--- src/rtl/atom_bank_pkg.sv ---
package atom_bank_pkg;
  typedef enum logic [2:0] {
    OP_LOAD  = 3'd0,
    OP_STORE = 3'd1,
    OP_INC   = 3'd2,
    OP_DEC   = 3'd3,
    OP_ADD   = 3'd4,
    OP_XCHG  = 3'd5,
    OP_BCAST = 3'd6,
    OP_RSVD  = 3'd7
  } op_e;
endpackage

--- src/rtl/atom_bank_alu.sv ---
module atom_bank_alu
  import atom_bank_pkg::*;
#(
  parameter int DATA_W = 32
) (
  input  op_e               op,
  input  logic [DATA_W-1:0] old_val,
  input  logic [DATA_W-1:0] operand,
  output logic [DATA_W-1:0] new_val,
  output logic              writes
);
  always_comb begin
    new_val = old_val;
    writes  = 1'b0;
    unique case (op)
      OP_STORE, OP_XCHG, OP_BCAST: begin
        new_val = operand;
        writes  = 1'b1;
      end
      OP_INC: begin
        new_val = old_val + DATA_W'(1);
        writes  = 1'b1;
      end
      OP_DEC: begin
        new_val = old_val - DATA_W'(1);
        writes  = 1'b1;
      end
      OP_ADD: begin
        new_val = old_val + operand;
        writes  = 1'b1;
      end
      default: begin
        new_val = old_val;
        writes  = 1'b0;
      end
    endcase
  end
endmodule

--- src/rtl/atom_bank_mem.sv ---
module atom_bank_mem #(
  parameter int ADDR_W = 6,
  parameter int DATA_W = 32
) (
  input  logic              clk,
  input  logic [ADDR_W-1:0] rd_addr,
  output logic [DATA_W-1:0] rd_data,
  input  logic              wr_en,
  input  logic [ADDR_W-1:0] wr_addr,
  input  logic [DATA_W-1:0] wr_data
);
  localparam int DEPTH = 1 << ADDR_W;

  logic [DATA_W-1:0] store_q [DEPTH];

  // read-first single-clock array, suitable for block RAM
  always_ff @(posedge clk) begin
    if (wr_en) store_q[wr_addr] <= wr_data;
    rd_data <= store_q[rd_addr];
  end
endmodule

--- src/rtl/atom_bank_notify.sv ---
module atom_bank_notify #(
  parameter int ADDR_W  = 6,
  parameter int DATA_W  = 32,
  parameter int N_CLUST = 4
) (
  input  logic                        clk,
  input  logic                        rst,
  input  logic                        fire,
  input  logic [ADDR_W-1:0]           addr,
  input  logic [DATA_W-1:0]           data,
  output logic [N_CLUST-1:0]          note_valid,
  output logic [N_CLUST*ADDR_W-1:0]   note_addr,
  output logic [N_CLUST*DATA_W-1:0]   note_data
);
  for (genvar c = 0; c < N_CLUST; c++) begin : g_port
    always_ff @(posedge clk) begin
      if (rst) begin
        note_valid[c]                  <= 1'b0;
        note_addr[c*ADDR_W +: ADDR_W]  <= '0;
        note_data[c*DATA_W +: DATA_W]  <= '0;
      end else begin
        note_valid[c] <= fire;
        if (fire) begin
          note_addr[c*ADDR_W +: ADDR_W] <= addr;
          note_data[c*DATA_W +: DATA_W] <= data;
        end
      end
    end
  end
endmodule

--- src/rtl/atom_bank.sv ---
module atom_bank
  import atom_bank_pkg::*;
#(
  parameter int ADDR_W  = 6,
  parameter int DATA_W  = 32,
  parameter int ID_W    = 4,
  parameter int N_CLUST = 4
) (
  input  logic                      clk,
  input  logic                      rst,
  input  logic                      req_valid,
  input  logic [2:0]                req_op,
  input  logic [ADDR_W-1:0]         req_addr,
  input  logic [DATA_W-1:0]         req_operand,
  input  logic [ID_W-1:0]           req_id,
  output logic                      rsp_valid,
  output logic [DATA_W-1:0]         rsp_data,
  output logic [ID_W-1:0]           rsp_id,
  output logic [N_CLUST-1:0]        note_valid,
  output logic [N_CLUST*ADDR_W-1:0] note_addr,
  output logic [N_CLUST*DATA_W-1:0] note_data
);
  // stage 1: request held while the array read completes
  logic              s1_v;
  op_e               s1_op;
  logic [ADDR_W-1:0] s1_addr;
  logic [DATA_W-1:0] s1_opnd;
  logic [ID_W-1:0]   s1_id;
  logic              s1_fwd;
  logic [DATA_W-1:0] s1_fwd_val;

  // stage 2: broadcast waiting for notification
  logic              s2_bc;
  logic [ADDR_W-1:0] s2_addr;
  logic [DATA_W-1:0] s2_val;

  logic [DATA_W-1:0] rd_val;
  logic [DATA_W-1:0] old_val;
  logic [DATA_W-1:0] new_val;
  logic              op_writes;
  logic              commit;

  atom_bank_mem #(.ADDR_W(ADDR_W), .DATA_W(DATA_W)) u_mem (
    .clk     (clk),
    .rd_addr (req_addr),
    .rd_data (rd_val),
    .wr_en   (commit),
    .wr_addr (s1_addr),
    .wr_data (new_val)
  );

  // the array read cannot see a write that commits at the same edge
  assign old_val = s1_fwd ? s1_fwd_val : rd_val;

  atom_bank_alu #(.DATA_W(DATA_W)) u_alu (
    .op      (s1_op),
    .old_val (old_val),
    .operand (s1_opnd),
    .new_val (new_val),
    .writes  (op_writes)
  );

  assign commit = s1_v && op_writes;

  always_ff @(posedge clk) begin
    if (rst) begin
      s1_v   <= 1'b0;
      s1_fwd <= 1'b0;
    end else begin
      s1_v   <= req_valid;
      s1_fwd <= req_valid && commit && (s1_addr == req_addr);
    end
    s1_op      <= op_e'(req_op);
    s1_addr    <= req_addr;
    s1_opnd    <= req_operand;
    s1_id      <= req_id;
    s1_fwd_val <= new_val;
  end

  always_ff @(posedge clk) begin
    if (rst) begin
      rsp_valid <= 1'b0;
      rsp_data  <= '0;
      rsp_id    <= '0;
      s2_bc     <= 1'b0;
    end else begin
      rsp_valid <= s1_v;
      if (s1_v) begin
        rsp_data <= old_val;
        rsp_id   <= s1_id;
      end
      s2_bc <= s1_v && (s1_op == OP_BCAST);
    end
    s2_addr <= s1_addr;
    s2_val  <= new_val;
  end

  atom_bank_notify #(.ADDR_W(ADDR_W), .DATA_W(DATA_W), .N_CLUST(N_CLUST)) u_note (
    .clk        (clk),
    .rst        (rst),
    .fire       (s2_bc),
    .addr       (s2_addr),
    .data       (s2_val),
    .note_valid (note_valid),
    .note_addr  (note_addr),
    .note_data  (note_data)
  );
endmodule

--- config.mk ---
export PLATFORM = sky130hd
export DESIGN_NAME = atom_bank
export DESIGN_NICKNAME = d
export VERILOG_FILES = /design/src/rtl/atom_bank_pkg.sv /design/src/rtl/atom_bank_alu.sv /design/src/rtl/atom_bank_mem.sv /design/src/rtl/atom_bank_notify.sv /design/src/rtl/atom_bank.sv
export SDC_FILE = /design/constraint.sdc
export NUM_CORES = 2
export LEC_CHECK = 0
export ABC_AREA = 1
export ABC_CLOCK_PERIOD_IN_PS = 7200
export BUFFER_PORTS_ARGS = -buffer_cell sky130_fd_sc_hd__buf_2
export CORE_MARGIN = 3
export CORE_UTILIZATION = 55
export DETAILED_ROUTE_END_ITERATION = 8
export HOLD_SLACK_MARGIN = 0.02
export PLACE_DENSITY_LB_ADDON = 0.05
export SETUP_SLACK_MARGIN = 0.1
export SLEW_MARGIN = 25
export SYNTH_ARGS = -nofsm -noshare
export SYNTH_HDL_FRONTEND = slang
export SYNTH_SLANG_ARGS = --single-unit
--- constraint.sdc ---
create_clock -name clk -period 7.2 [get_ports clk]
set_clock_uncertainty 0.15 [all_clocks]
set_input_delay 0.36 -clock clk [delete_from_list [all_inputs] [get_ports clk]]
set_output_delay 0.36 -clock clk [all_outputs]
set_load 0.05 [all_outputs]
==> results_dict.tcl <==
set metrics [dict create \
    status "complete, no violations" \
    start_util 0.555 \
    clk_pin_slew_ns 0.06 \
    grt_overflow 0 \
    cp_max_fo 33 \
    syn_area_sq_um 91700 \
    rr_worst_depth 15 \
    power_frac_comb 0.101 \
    cts-root-buf "clkbuf_16" \
    antenna_found_initial 11 \
    synthAdderAreaFrac 0.00499 \
    area_growth_pct 12.0 \
    p_clk_frac 0.383 \
    cp.arrival_ns 5.81 \
    yosys.area_share.simple 0.228 \
    synth_seq_cells 2242 \
    vias_per_cell 5.93 \
    crit_required_ns 7.58 \
    synth_edf_count 2048 \
    cp-end-kind "flip-flop" \
    die_w_um 414 \
    grt_max_degree 206 \
    synthCells 8135 \
    p_seq_frac 0.516 \
    synth_seq_area_share 0.713 \
    remaining_drc_errors 0 \
    ios 241 \
    clock-sinks 2242 \
    p_sw_frac 0.251 \
    syn_area_per_cell_sq_um 11.3 \
    hp-class "primary input to flip-flop" \
    period_minus_slack_ns 5.42 \
    cts_inserted_buffers 221 \
    grt_usage 0.323 \
    report.final.slew_viol_count 0 \
    yosysWarnings 0 \
    hpwl_um 163000 \
    clock.fmax_mhz 184 \
    path_class "flip-flop to flip-flop" \
    cp-start-kind "flip-flop" \
    finalSetupViolations 0 \
    placed_area_sq_um 95000 \
    hold_start "req_operand[2]" \
    ctsResizeCount 0 \
    post_drt_wl_per_cell_um 26.5 \
    grt_pass1_wl_um 407000 \
    cts_tree "yes" \
    synth_compound_area_frac 0.00953 \
    layout.nets 8324 \
    r2r_end "u_mem.store_q[47][12]" \
    dieArea_sq_um 172000 \
    portBuffers 240 \
    cts_setup_buffers 0 \
    p_switching_uw 7310 \
    synthMuxAreaShare 0 \
    max_stage_delay_ns 0.78 \
    drive_gt1_frac 0.0961 \
    setup_tns_ns 0 \
    worst_pin_slew_ns 1.12 \
    synthXorXnorAreaFrac 0.000382 \
    num_vias 63000 \
    power.leakage_uw 0.0382 \
    antenna_left 0 \
    drv_cap 0 \
    dr.pass1.iters 8 \
    internal_power_uw 21800 \
    synth_top_family_by_area "simple AND/OR/NAND/NOR gates" \
    core_area_sq_um 165000 \
    hold_ws_ns 0.0637 \
    htreeDepth 4 \
    hold_violations 0 \
    holdPathStages 2 \
    cpMostUsedCell "nand2_1" \
    powerDensity_nw_per_um2 283 \
    max-slew-margin-rel 0.251 \
    clockBufferDepth 3 \
    ir_worst_vdd_mv 0.247 \
    synth_cell_types 36 \
    reg2reg_from "s1_op[0]" \
    fin_crit_sh 0.753 \
    design_area_sq_um 103000 \
    r2r_setup_slack_ns 1.78 \
    first_global_vias 58100 \
    drtIter0Drc 8501 \
    hold_end "s1_opnd[2]" \
    rsz0062_at_grt "false" \
    cp_cell_sequence "inv_1 -> ha_1 -> nand2_1 -> clkinv_1 -> nand2_1 -> nand2_1 -> ha_1 -> nand2_1 -> nor2_1 -> nand3_1 -> nand3_1 -> a21oi_1 -> o21ai_0 -> nand3_2 -> buf_4" \
    die_y_um 414 \
    drt_wl_total_um 282000 \
    async_flop_share 0 \
    syn-num-nets 8219 \
    ctsHoldBuffers 76 \
    place_congestion 0.922 \
    insertion_delay_ns 0.86 \
    fp-row-count 149 \
    slowest_stage "nand3_2" \
    synth_ff_type "edfxtp_1" \
]
[power by group through the flow]
stage          Sequential (uW)  Clock (uW)  Combinational (uW)
2_1_floorplan            15300           0                1480
3_5_place_dp             15300           0                2870
6_report                 15000       11100                2940
3_3_place_gp             15300           0                2830
5_1_grt                  15000       11800                3150
4_1_cts                  15000       11200                2910
[layer usage]
layer	vias to the layer above	share of wire	track usage	wire, um
met3	424	0.095	0.0589	26700
met4	0	0.034	0.109	9640
met2	3216	0.45	0.488	127000
met1	30900	0.42	0.476	118000
li1	28500	-	-	-
met5	-	0	0	0
[sequential cells by signal, summed over array words and instances (netlist names), 3 cells and up]
| signal | cells |
|---|---|
| rsp_data | 32 |
| s2_val | 32 |
| u_note.note_data | 32 |
| u_note.note_addr | 6 |
| s1_id | 4 |
| u_mem.rd_data | 32 |
| rsp_id | 4 |
| s1_op | 3 |
| s2_addr | 6 |
| s1_addr | 6 |
| u_mem.store_q | 2048 |
| s1_opnd | 32 |
[through the flow]
step	worst slack [ns]	instances	power (uW)	utilization
after detailed placement	1.69	10100	18200	0.575
after CTS	1.70	10600	29200	0.621
after floorplan	1.75	8135	16800	-
after global placement	1.59	10100	18100	0.571
final	1.78	10600	29100	0.621
after global routing	1.39	10600	29900	0.621
[critical path, delay by kind of cell (launching register included)]
kind | cells | cell delay (ns)
AO/OA/AOI/OAI | 2 | 0.20
adder cells (fa/ha/maj) | 2 | 0.59
buffers and inverters | 3 | 1.40
flip-flops | 1 | 0.36
AND/OR/NAND/NOR | 8 | 2.35
[worst max-delay path by stage]
stage                            endpoint      from  slack [ns]
finish              u_mem.store_q[47][12]  s1_op[0]        1.78
global route        u_mem.store_q[46][12]  s1_op[0]        1.39
CTS                 u_mem.store_q[55][18]  s1_op[0]        1.70
detailed placement  u_mem.store_q[48][18]  s1_op[0]        1.69
global placement    u_mem.store_q[10][13]  s1_op[0]        1.59
floorplan             u_mem.store_q[0][2]    s1_fwd        1.75
[synth_stat cells (all sizes together), types with 2 or more instances]
cell    number  area (sq um)
a21oi       79           399
and2        22           138
buf        526          3010
clkbuf      80           300
clkinv       4          16.3
dfxtp      194          3880
edfxtp    2048         61500
ha          35           438
inv        196           738
nand2     2664         10000
nand3     1996          9990
nand3b       4          30.0
nand4       11          68.8
nor2       175           657
nor3         5          25.0
o21ai       77           385
o21bai       3          22.5
o22ai        3          18.8
or2          2          12.5
xnor2        3          26.3
[layout make-up]
type | instances | area, sq um
Antenna cell | 7 | 17.5
Fill cell | 13000 | 62600
Inverter | 200 | 796
Sequential cell | 2242 | 65400
Tap cell | 2189 | 2740
Timing Repair Buffer | 488 | 3950
Clock buffer | 313 | 6130
Multi-Input combinational cell | 5087 | 22900
Clock inverter | 95 | 797
[layout by cell type (no fill, tap or decap), types with 12 or more instances in the layout]
master and instances:
nand2_1 2651, o21ai_1 17, a21oi_1 78, clkbuf_1 74, nor2_4 64, o21ai_0 60, inv_1 187, buf_4 126
clkbuf_16 228, dlygate4sd3_1 76, nand3_2 14, buf_2 235, edfxtp_1 2048, clkinv_2 28, and2_1 22, ha_1 35
nor2_1 111, buf_12 35, nand3_1 1980, dfxtp_1 193, clkinv_1 48, nand2_2 12
[logic make-up (layout without fill, tap and decap cells)]
| group | Yosys count | count (layout) |
|---|---|---|
| buf+inv | 806 | 1096 |
| compound gates | 168 | 168 |
| simple gates | 4879 | 4879 |
| other cells | 0 | 7 |
| xor+xnor | 4 | 4 |
| flops | 2242 | 2242 |
| fa+ha+maj | 36 | 36 |
Power figures use the tool's default switching activity.
